## config.mk

```make
export PLATFORM = sky130hd
export DESIGN_NAME = nvm_access_guard
export DESIGN_NICKNAME = d
export VERILOG_FILES = /design/src/rtl/nvm_access_guard.sv
export SDC_FILE = /design/constraint.sdc
export NUM_CORES = 1
export LEC_CHECK = 0
export CAP_MARGIN = 20
export CELL_PAD_IN_SITES_DETAIL_PLACEMENT = 1
export CELL_PAD_IN_SITES_GLOBAL_PLACEMENT = 1
export CORE_MARGIN = 4
export CORE_UTILIZATION = 45
export CTS_BUF_LIST = sky130_fd_sc_hd__clkbuf_8
export CTS_CLUSTER_DIAMETER = 80
export DETAILED_ROUTE_END_ITERATION = 8
export DONT_BUFFER_PORTS = 1
export PLACE_DENSITY_LB_ADDON = 0.1
export SLEW_MARGIN = 0
export SYNTH_ARGS = -nofsm -noshare
export SYNTH_HDL_FRONTEND = slang
export SYNTH_SLANG_ARGS = --single-unit
export TNS_END_PERCENT = 100
```

## constraint.sdc

```tcl
create_clock -name clk -period 2.7 [get_ports clk]
set_input_delay 0.135 -clock clk [delete_from_list [all_inputs] [get_ports clk]]
set_output_delay 0.135 -clock clk [all_outputs]
set_load 0.02 [all_outputs]
```

## src/rtl/nvm_access_guard.sv

```systemverilog
module nvm_access_guard #(
  parameter int ADDR_W      = 4,
  parameter int PROG_CYCLES = 20
) (
  input  logic              clk,
  input  logic              rst_n,
  input  logic              supply_ok,
  input  logic              ctl_we,
  input  logic [1:0]        ctl_wdata,
  input  logic              acc_rd,
  input  logic              acc_wr,
  input  logic [ADDR_W-1:0] acc_addr,
  input  logic [7:0]        acc_wdata,
  input  logic              bus_stop,
  output logic              rd_valid,
  output logic [7:0]        rd_data,
  output logic              rd_bad,
  output logic              refresh_en,
  output logic              busy,
  output logic              err,
  output logic [3:0]        trickle_sel,
  output logic [1:0]        clk_sel,
  output logic              therm_en,
  output logic              therm_period,
  output logic [23:0]       cfg_trim
);

  localparam int DEPTH = 1 << ADDR_W;
  localparam int CNT_W = $clog2(PROG_CYCLES + 1);

  logic [7:0]        mem [DEPTH];
  logic [DEPTH-1:0]  bad;
  logic [31:0]       shadow;
  logic [1:0]        ptr;
  logic              pend;
  logic [ADDR_W-1:0] p_addr;
  logic [7:0]        p_data;
  logic [CNT_W-1:0]  cnt;

  wire locked   = refresh_en | busy;
  wire wr_ok    = acc_wr & ~locked & ~pend;
  wire wr_rej   = acc_wr & ~wr_ok;
  wire rd_rej   = acc_rd & locked;
  wire refresh  = refresh_en & ~busy;
  wire start    = bus_stop & pend & ~busy;
  wire abort    = busy & ~supply_ok;
  wire finish   = busy & supply_ok & (cnt == '0);

  assign trickle_sel  = shadow[3:0];
  assign clk_sel      = shadow[5:4];
  assign therm_en     = shadow[6];
  assign therm_period = shadow[7];
  assign cfg_trim     = shadow[31:8];

  always_ff @(posedge clk or negedge rst_n) begin
    if (!rst_n) begin
      refresh_en <= 1'b1;
      err        <= 1'b0;
    end else begin
      if (ctl_we) refresh_en <= ctl_wdata[0];
      if (wr_rej || rd_rej) err <= 1'b1;
      else if (ctl_we && ctl_wdata[1]) err <= 1'b0;
    end
  end

  always_ff @(posedge clk or negedge rst_n) begin
    if (!rst_n) begin
      pend   <= 1'b0;
      p_addr <= '0;
      p_data <= '0;
      busy   <= 1'b0;
      cnt    <= '0;
    end else begin
      if (wr_ok) begin
        pend   <= 1'b1;
        p_addr <= acc_addr;
        p_data <= acc_wdata;
      end
      if (start) begin
        pend <= 1'b0;
        busy <= 1'b1;
        cnt  <= CNT_W'(PROG_CYCLES - 1);
      end else if (abort || finish) begin
        busy <= 1'b0;
      end else if (busy) begin
        cnt <= cnt - 1'b1;
      end
    end
  end

  always_ff @(posedge clk or negedge rst_n) begin
    if (!rst_n) begin
      for (int i = 0; i < DEPTH; i++) mem[i] <= '0;
      bad <= '0;
    end else if (finish) begin
      mem[p_addr] <= p_data;
      bad[p_addr] <= 1'b0;
    end else if (abort) begin
      bad[p_addr] <= 1'b1;
    end
  end

  always_ff @(posedge clk or negedge rst_n) begin
    if (!rst_n) begin
      rd_valid <= 1'b0;
      rd_data  <= '0;
      rd_bad   <= 1'b0;
    end else begin
      rd_valid <= acc_rd;
      if (rd_rej) begin
        rd_data <= 8'hFF;
        rd_bad  <= 1'b0;
      end else if (acc_rd) begin
        rd_data <= mem[acc_addr];
        rd_bad  <= bad[acc_addr];
      end
    end
  end

  always_ff @(posedge clk or negedge rst_n) begin
    if (!rst_n) begin
      shadow <= '0;
      ptr    <= '0;
    end else if (refresh) begin
      shadow[ptr*8 +: 8] <= mem[{{(ADDR_W-2){1'b0}}, ptr}];
      ptr <= ptr + 1'b1;
    end
  end

  a_r3_busy_rise: assert property (@(posedge clk) disable iff (!rst_n)
    (bus_stop && pend && !busy) |=> busy);
  a_r3_cnt_range: assert property (@(posedge clk) disable iff (!rst_n)
    busy |-> (cnt < CNT_W'(PROG_CYCLES)));
  a_r10_no_spurious: assert property (@(posedge clk) disable iff (!rst_n)
    (!busy && !(bus_stop && pend)) |=> !busy);
  a_r2_reject_data: assert property (@(posedge clk) disable iff (!rst_n)
    (acc_rd && (refresh_en || busy)) |=> (rd_valid && rd_data == 8'hFF));
  a_r6_abort_clears: assert property (@(posedge clk) disable iff (!rst_n)
    (busy && !supply_ok) |=> !busy);
  a_r9_err_sticky: assert property (@(posedge clk) disable iff (!rst_n)
    (err && !(ctl_we && ctl_wdata[1])) |=> err);
  a_r8_shadow_hold: assert property (@(posedge clk) disable iff (!rst_n)
    (!refresh_en || busy) |=> $stable(shadow));

endmodule

```

==> results of run 1 <==
## stage by stage
step                std cells  area, um2
finish                    957      10860
CTS                       956      10850
global placement          874       9874
global route              957      10860
floorplan                 611       9474
detailed placement        874       9874
## area by class of cell
type                            instances  area share [%]
Sequential cell                       209           48.18
Multi-Input combinational cell        362           37.55
Clock buffer                           51           6.465
Timing Repair Buffer                   48           3.780
Tap cell                              270           3.112
Clock inverter                         12          0.7376
Inverter                                5          0.1729
## cells by family after synthesis
logic type	synth area share, %
flops	55.22
mux	29.57
simple gates	6.933
compound gates	5.349
buf+inv	1.955
fa+ha+maj	0.7924
xor+xnor	0.1849
## worst paths after layout
check	from	to	slack [ps]	depth (start not counted)
max	cnt[0]	mem[67]	180	6
min	rst_n	cnt[3]	-690	0
max reg2reg	cnt[0]	mem[67]	180	6
min reg2reg	mem[36]	mem[36]	500	1
max in group asynchronous	rst_n	shadow[9]	2910	0
min in group clk	acc_addr[0]	rd_data[2]	30	2
## flip-flops by register name, indices dropped and copies added, names as in the netlist, named ones only
name        cells
mem           128
shadow         32
p_data          8
rd_data         8
cnt             5
p_addr          4
ptr             2
busy            1
err             1
pend            1
rd_bad          1
rd_valid        1
refresh_en      1
## critical path, stage by stage (launching register included)
cell and delay [ps]:
dfrtp_1 390, inv_1 100, ha_1 240, nand4b_4 370
buf_4 310, nor3_4 560, mux2_2 410
## Yosys cell counts, types with 3 or more instances
cell	number	area [um2]
mux2i_1	17	170.2
nor4_4	5	106.4
nor2b_1	6	37.54
nand2b_1	7	43.79
mux2_2	135	1520
a22o_1	32	280.3
clkbuf_1	14	52.55
mux2_4	8	120.1
buf_1	5	18.77
nor4b_2	3	45.04
a31oi_1	4	25.02
a21oi_1	13	65.06
ha_1	6	75.07
nor3_4	9	146.4
nor2_1	27	101.4
mux4_2	44	991.0
nand2_1	15	56.30
buf_2	13	65.06
a221oi_1	8	70.07
dfrtp_1	208	5205
inv_1	5	18.77
## cell usage in the layout (no fill, tap or decap), types with 9 or more instances in the layout
master / Yosys / routed
inv_1: 5 / 11
a21oi_1: 13 / 13
clkbuf_8: 0 / 51
a22o_1: 32 / 32
nand2_1: 15 / 15
mux2_2: 135 / 135
buf_4: 1 / 28
mux4_2: 44 / 44
mux2i_1: 17 / 17
nor2_1: 27 / 27
dfrtp_1: 208 / 208
dlygate4sd3_1: 0 / 20
nor3_4: 9 / 9
## metal layers
layer | global-route usage (%) | share of wire [%] | vias to the layer above | wire length, um
li1 | - | - | 2419 | -
met1 | 28.05 | 44 | 3031 | 10720
met2 | 35.46 | 49 | 133 | 11970
met3 | 4.750 | 5.0 | 39 | 1219
met4 | 5.855 | 1.9 | 0 | 475
met5 | 0 | 0 | - | 0
## power groups by stage
| stage | logic (mW) | clock network (mW) | registers, mW |
|---|---|---|---|
| after detailed placement | 1.41 | 0 | 4.21 |
| after floorplan | 1.30 | 0 | 3.82 |
| after global routing | 1.58 | 3.31 | 4.23 |
| final | 1.45 | 3.06 | 4.17 |
| after CTS | 1.45 | 3.16 | 4.17 |
| after global placement | 1.35 | 0 | 4.19 |
==> results.yml, run 1 <==
clock_network:
  cts_tree: "built"
  cts_resized: 0
  cts.htree.levels: 2
  insertion_delay_ps: 520
  cts_sinks: 209
  cts_hold_buf: 19
  cts_made_buffers: 37
  postCtsSetupRepairBufs: 0
  clk_pin_slew_ps: 60
  clockBufferDepth: 3
  cts-root-buf: "clkbuf_8"
grt:
  grt_pass1_vias: 6357
  grt_first_pass_wirelength_mm: 38.56
  grt_max_degree: 210
  antenna_found_initial: 0
  grt_usage_pct: 21.19
  grt-ovfl-total: 0
synth:
  synth_edf_count: 0
  ys_async_sr_fraction_pct: 100.0
  synth_nets: 638
  synth_cell_type_count: 41
  synth_warnings: 0
  avgSynthCellArea_um2: 15.51
  syn_area_mm2: 0.009474
  ys_ff_latch: 209
  synthCells: 611
  ys_seq_area_share_pct: 55.22
  synth_top_flop_cell: "dfrtp_1"
floorplanning:
  start_util_pct: 46.23
  die_h_um: 153.1
  die_area_mm2: 0.02344
  fp.dieW_um: 153.1
  placeableCoreArea_mm2: 0.02049
  ios: 66
  num_rows: 52
worst_setup_path:
  cp_max_fo: 12
  cp_data_arrival_time_ps: 2910
  cp-start-kind: "register"
  critPathCaptureType: "register"
  cp.required_ps: 3090
  crit_type: "reg -> reg"
drt:
  vias: 5622
  drt_iter0_markers: 255
  wl_per_cell_um: 25.48
  dr.pass1.iters: 4
  drc: 0
  viasPerCell: 5.875
  ant_nets: 0
  routed_wl_mm: 24.39
cells_and_area:
  post-route-util_pct: 52.97
  num_antenna_cells: 0
  regArea_mm2: 0.005231
  fill_cells: 1942
  layout-drive-gt1-share_pct: 43.38
  syn2layout_area_growth_pct: 14.59
  multi_input_area_mm2: 0.004076
  num-nets-final: 690
power_and_ir_drop:
  ir_drop_mv: 0.3764
  power_mw: 8.673
  p_sw_share_pct: 32.09
  pwr-share-clk_pct: 35.3
  seq_power_share_pct: 48.1
  switching_power_mw: 2.783
  power.internal_mw: 5.890
  combPwrFrac_pct: 16.7
  powerDensity_mw_per_mm2: 798.8
  leakage_nw: 5.139
sta:
  fin_crit_sh_pct: 93.37
  hold_viol_final: 209
  min_period_ps: 2521
  clock_skew_ps: 14.63
  setup_tns_ps: 0
  hold_ws_ps: -686.5
  worstMarginPinSlew_ps: 726.1
  maxSlewViolCount: 0
  slew_headroom_pct: 51.44
  setup_viol: 0
  setup_slack_ps: 179.1
  fmax_ghz: 0.3967
  rsz0062_at_grt: "no"
placed_design:
  gp_congestion: 0.7881
  dp_slack_ps: 191.8
  dp_hpwl_mm: 15.30
  numPortBuffers: 0
status:
  status: "finished with violations"
  violations: "negative hold slack"
hold_path:
  hold_path_class: "in -> async"
job:
  drv_cap: 0
Power figures use the tool's default switching activity.
==> inputs of run 2 (changes only) <==
ABC_AREA = 1   (was unset)
CTS_BUF_LIST = sky130_fd_sc_hd__clkbuf_4 sky130_fd_sc_hd__clkbuf_8 sky130_fd_sc_hd__clkbuf_16   (was sky130_fd_sc_hd__clkbuf_8)
REMOVE_ABC_BUFFERS = 1   (was unset)
==> results.yml, run 2 <==
power_and_ir_drop:
  ir_drop_mv: 0.6484
  powerDensity_mw_per_mm2: 966.6
  leakage_nw: 5.063
  power_mw: 10.46
synth:
  avgSynthCellArea_um2: 8.193
  yosysTopAreaCell: "dfrtp_1"
  yosys-top-cells-area: "dfrtp_1 54%, nand2_1 16%, nand3_1 7.4%, o21ai_1 5.1%, o21ai_0 4.2%"
  ys_ff_latch: 209
  synth_simple_gate_area_share_pct: 28.14
  synth_top_area_share_pct: 53.84
  synth_warnings: 0
  ys_seq_area_share_pct: 54.11
  synth.area.mux_share_pct: 0.1165
  ys_async_sr_fraction_pct: 100.0
  synth_top_flop_cell: "dfrtp_1"
  synth_compound_area_share_pct: 10.96
  synth_top_family_by_area: "simple AND/OR/NAND/NOR gates"
  synth_edf_count: 0
  yosysMostFrequentCell: "nand2_1"
  synthCells: 1180
  synthAdderAreaFrac_pct: 0.7765
  synth_commonest_cells: "403 x nand2_1, 208 x dfrtp_1, 143 x nand3_1"
  syn_area_mm2: 0.009668
  synth_cell_type_count: 33
  synth_xor_area_share_pct: 0.2718
floorplanning:
  ios: 66
  num_rows: 53
  die_h_um: 154.6
  fp.dieW_um: 154.6
  die_area_mm2: 0.02389
  placeableCoreArea_mm2: 0.02109
  start_util_pct: 45.85
worst_setup_path:
  crit_buf_inv: 2
  cp-start-kind: "register"
  cp.required_ps: 3070
  critPathSlowestCell: "nand4_2"
  crit_type: "reg -> reg"
  cp_data_arrival_time_ps: 2510
  critPathCaptureType: "register"
  critPathTopFamily: "simple AND/OR/NAND/NOR gates"
  crit_path_cell_trace: "inv_1, ha_1, nor3b_2, nand3_1, inv_4, nand4_2, nand2_1, o21ai_0"
  cp_max_fo: 17
  critical_path.max_stage_delay_ps: 440
cells_and_area:
  num-nets-final: 1200
  fill_cells: 2494
  layout-drive-gt1-share_pct: 7.731
  instances_no_fill: 1465
  mostFrequentLayoutCells: "403 x nand2_1, 208 x dfrtp_1, 143 x nand3_1"
  largest_register_ffs: 128
  reg_top3: "mem (128), shadow (32)"
  layout_commonest_cell: "nand2_1"
  top_register: "mem"
  syn2layout_area_growth_pct: 11.97
  num_antenna_cells: 0
drt:
  routed_wl_mm: 28.10
  viasPerCell: 5.420
  dr.pass1.iters: 4
  wl_per_cell_um: 19.18
  vias: 7940
  ant_nets: 0
  drc: 0
  drt_iter0_markers: 492
placed_design:
  placedCellCount: 1404
  dp_hpwl_mm: 17.30
  numPortBuffers: 0
  gp_congestion: 0.7998
grt:
  grt_max_degree: 210
  grt-ovfl-total: 0
  grt_first_pass_wirelength_mm: 45.93
  grt_pass1_vias: 8315
  antenna_found_initial: 0
  grt_usage_pct: 23.76
clock_network:
  cts_made_buffers: 24
  insertion_delay_ps: 520
  cts_hold_buf: 18
  cts.htree.levels: 1
  cts-root-buf: "clkbuf_16"
  clk_pin_slew_ps: 60
  clockBufferDepth: 3
  cts_sinks: 209
  cts_resized: 0
  cts_tree: "built"
  postCtsSetupRepairBufs: 0
sta:
  min_period_ps: 2145
  clock_skew_ps: 9.476
  maxSlewViolCount: 0
  slew_headroom_pct: 48.77
  setup_tns_ps: 0
  hold_ws_ps: -685.1
  setup_viol: 0
  hold_viol_final: 209
  worstMarginPinSlew_ps: 767.6
  fin_crit_sh_pct: 79.43
  rsz0062_at_grt: "no"
  fmax_ghz: 0.4663
status:
  status: "finished with violations"
  violations: "negative hold slack"
job:
  drv_cap: 0
hold_path:
  hold_path_class: "in -> async"
==> run 2: cell count changes in the layout (fill, tap and decap cells not counted), moves of 44 or more <==
| cell | delta |
|---|---|
| nand2_1 | +388 |
| nand3_1 | +141 |
| mux2_2 | -134 |
| o21ai_1 | +99 |
| o21ai_0 | +79 |
| inv_1 | +53 |
| clkbuf_8 | -48 |
| mux4_2 | -44 |
==> run 2: worst reg2reg max path, delay by kind of cell (launching register included) <==
family | cells | cell delay, ps
AND/OR/NAND/NOR | 4 | 990
flip-flops | 1 | 360
buffers and inverters | 2 | 360
adder cells (fa/ha/maj) | 1 | 180
AO/OA/AOI/OAI | 1 | 100
==> run 2: cell type report <==
class                   instances  area [um2]  area share [%]
clock inverters                 6       80.08          0.7397
inverters                      72       272.8           2.520
multi-input cells             836        3892           35.96
flip-flops and latches        209        5231           48.32
repair buffers                 30       270.3           2.497
well taps                     275       344.1           3.178
clock buffers                  37       734.5           6.785
==> run 2: logic make-up (layout without fill, tap and decap cells) <==
group | after synthesis | after routing
AND/OR/NAND/NOR | 621 | 621
flip-flops | 209 | 209
AO/OA/AOI/OAI | 205 | 205
buffers and inverters | 135 | 145
adder cells (fa/ha/maj) | 6 | 6
XOR/XNOR | 3 | 3
multiplexers | 1 | 1
==> run 2: path summary, 6_finish.rpt <==
kind | startpoint | endpoint | slack [ps] | depth (start not counted)
min in group clk | acc_addr[2] | rd_data[5] | 10 | 6
min | rst_n | shadow[31] | -690 | 0
max reg2reg | cnt[0] | mem[113] | 560 | 8
max in group asynchronous | rst_n | mem[45] | 2930 | 0
max | cnt[0] | mem[113] | 560 | 8
min reg2reg | mem[21] | mem[21] | 480 | 2
==> run 2: stage by stage <==
step | util [%] | area [um2] | worst slack, ps | hold slack, ps
global route | 51.33 | 10830 | 334.0 | -712.0
floorplan | - | 9397 | 364.2 | -160.6
global placement | 46.62 | 9831 | 636.1 | -155.2
detailed placement | 46.62 | 9831 | 567.5 | -155.2
CTS | 51.33 | 10830 | 548.4 | -713.3
finish | 51.33 | 10830 | 555.5 | -685.1
==> run 2: per-layer routing <==
layer,vias up,routed length (um),global-route usage [%]
li1,3841,-,-
met1,3931,12780,32.04
met2,128,13840,41.14
met3,40,897,2.910
met4,0,583,5.635
met5,-,0,0
==> run 2: where the power goes <==
part	internal (mW)	total, mW	switching, mW
logic	0.724	2.48	1.76
clock network	2.06	3.36	1.30
registers	3.81	4.62	0.814
total	6.59	10.5	3.87
==> inputs of run 3 (changes only) <==
clock period = 2.12 ns   (was 2.7 ns; I/O delays follow)
==> results.yml, run 3 (synthesized netlist as in run 2, its figures left out) <==
status:
  status: "finished with violations"
  violations: "negative hold slack"
sta:
  clock_skew_ps: 9.577
  setup_tns_ps: 0
  hold_viol_final: 209
  rsz0062_at_grt: "yes"
  hold_ws_ps: -719.0
  slew_headroom_pct: 46.82
  maxSlewViolCount: 0
  fmax_ghz: 0.5023
  worstMarginPinSlew_ps: 796.9
  min_period_ps: 1991
  fin_crit_sh_pct: 93.90
  setup_viol: 0
clock_network:
  postCtsSetupRepairBufs: 0
  insertion_delay_ps: 510
  cts_made_buffers: 24
  cts_hold_buf: 20
  clk_pin_slew_ps: 60
  cts_sinks: 209
  clockBufferDepth: 3
  cts-root-buf: "clkbuf_16"
  cts_tree: "built"
  cts.htree.levels: 1
worst_setup_path:
  crit_end: "mem[111]"
  critPathSlowestCell: "dfrtp_1"
  cp.required_ps: 2490
  crit_buf_inv: 2
  cp.depth: 8
  rrSetupSlack_ps: 130
  r2r_end: "mem[111]"
  cp-start-kind: "register"
  worst_r2r_path_depth: 8
  crit_path_cell_trace: "inv_1, ha_1, nor3b_2, nand3_1, clkinv_4, nand3_2, nand2_1, o21ai_1"
  r2r-start: "cnt[0]"
  crit_type: "reg -> reg"
  critPathCaptureType: "register"
  critical_path.max_stage_delay_ps: 360
  cp_data_arrival_time_ps: 2360
  critPathTopFamily: "simple AND/OR/NAND/NOR gates"
  cp_max_fo: 17
  cp-startpoint: "cnt[0]"
power_and_ir_drop:
  combPwrFrac_pct: 24.8
  powerDensity_mw_per_mm2: 1211
  pwr-share-clk_pct: 31.2
  power_mw: 13.26
  seq_power_share_pct: 44.0
  power.internal_mw: 8.364
  ir_drop_mv: 0.5453
  switching_power_mw: 4.898
  leakage_nw: 5.118
  p_sw_share_pct: 36.93
floorplanning:
  fp.dieW_um: 154.6
  ios: 66
  die_area_mm2: 0.02389
  die_h_um: 154.6
  num_rows: 53
  placeableCoreArea_mm2: 0.02109
  start_util_pct: 45.85
cells_and_area:
  fill_cells: 2508
  final_area_mm2: 0.01095
  num-nets-final: 1214
  top_register: "mem"
  largest_register_ffs: 128
  layout_commonest_cell: "nand2_1"
  layout-drive-gt1-share_pct: 8.721
  post-route-util_pct: 51.92
  syn2layout_area_growth_pct: 13.25
  num_antenna_cells: 0
  reg_top3: "mem (128), shadow (32)"
  mostFrequentLayoutCells: "403 x nand2_1, 208 x dfrtp_1, 143 x nand3_1"
job:
  drv_cap: 0
hold_path:
  hold_path_class: "in -> async"
grt:
  grt_first_pass_wirelength_mm: 46.41
  grt_usage_pct: 23.97
  grt-ovfl-total: 0
  antenna_found_initial: 0
  grt_max_degree: 210
  grt_pass1_vias: 8467
drt:
  vias: 8068
  routed_wl_mm: 28.29
  viasPerCell: 5.455
  wl_per_cell_um: 19.13
  ant_nets: 0
  drt_iter0_markers: 461
  drc: 0
  dr.pass1.iters: 4
placed_design:
  place_area_mm2: 0.009933
  numPortBuffers: 0
  gp_congestion: 0.8211
  dp_hpwl_mm: 17.46
==> run 3: cell type report <==
| class | count | area [um2] | area share [%] |
|---|---|---|---|
| clock buffer | 41 | 789.5 | 7.211 |
| clock inverter | 2 | 13.76 | 0.1257 |
| inverter | 72 | 275.3 | 2.514 |
| multi-input combinational | 836 | 3902 | 35.64 |
| sequential | 209 | 5231 | 47.78 |
| tap | 275 | 344.1 | 3.142 |
| timing repair buffer | 44 | 392.9 | 3.588 |
==> run 3: power by group through the flow <==
stage / Clock (mW) / Sequential, mW / Combinational (mW)
finish: 4.14 / 5.84 / 3.29
global placement: 0 / 5.87 / 3.11
floorplan: 0 / 5.83 / 2.03
global route: 4.40 / 5.96 / 3.74
CTS: 4.23 / 5.85 / 3.30
detailed placement: 0 / 5.90 / 3.22
==> run 3: timing repair <==
action,in CTS,in global routing
endpoints found under the hold margin,233,209
gates resized for setup,0,5
endpoints found under the setup margin,0,60
==> run 3: metal layers <==
| layer | up-vias | routed length, um | GRT usage [%] |
|---|---|---|---|
| li1 | 3874 | - | - |
| met3 | 47 | 1075 | 3.414 |
| met5 | - | 0 | 0 |
| met1 | 4022 | 12530 | 31.36 |
| met4 | 0 | 832 | 6.897 |
| met2 | 125 | 13860 | 41.66 |
==> run 3: worst register-to-register path: stages (launching register included) <==
cell	delay [ps]
dfrtp_1	360
inv_1	90
ha_1	180
nor3b_2	190
nand3_1	180
clkinv_4	230
nand3_2	370
nand2_1	170
o21ai_1	80
==> run 3: worst min path at each step <==
stage	startpoint	end	slack [ps]
after floorplan	rst_n	asynchronous set/reset pin	-190
after global placement	rst_n	shadow[29]	-180
after detailed placement	rst_n	shadow[31]	-180
after CTS	rst_n	mem[8]	-730
after global routing	rst_n	shadow[31]	-740
final	rst_n	shadow[31]	-720
==> run 3: stage by stage <==
stage | cells | setup WS (ps)
after floorplan | 1117 | -215.8
after CTS | 1479 | 53.74
final | 1479 | 129.2
after detailed placement | 1416 | 77.80
after global placement | 1416 | 146.3
after global routing | 1479 | -30.03
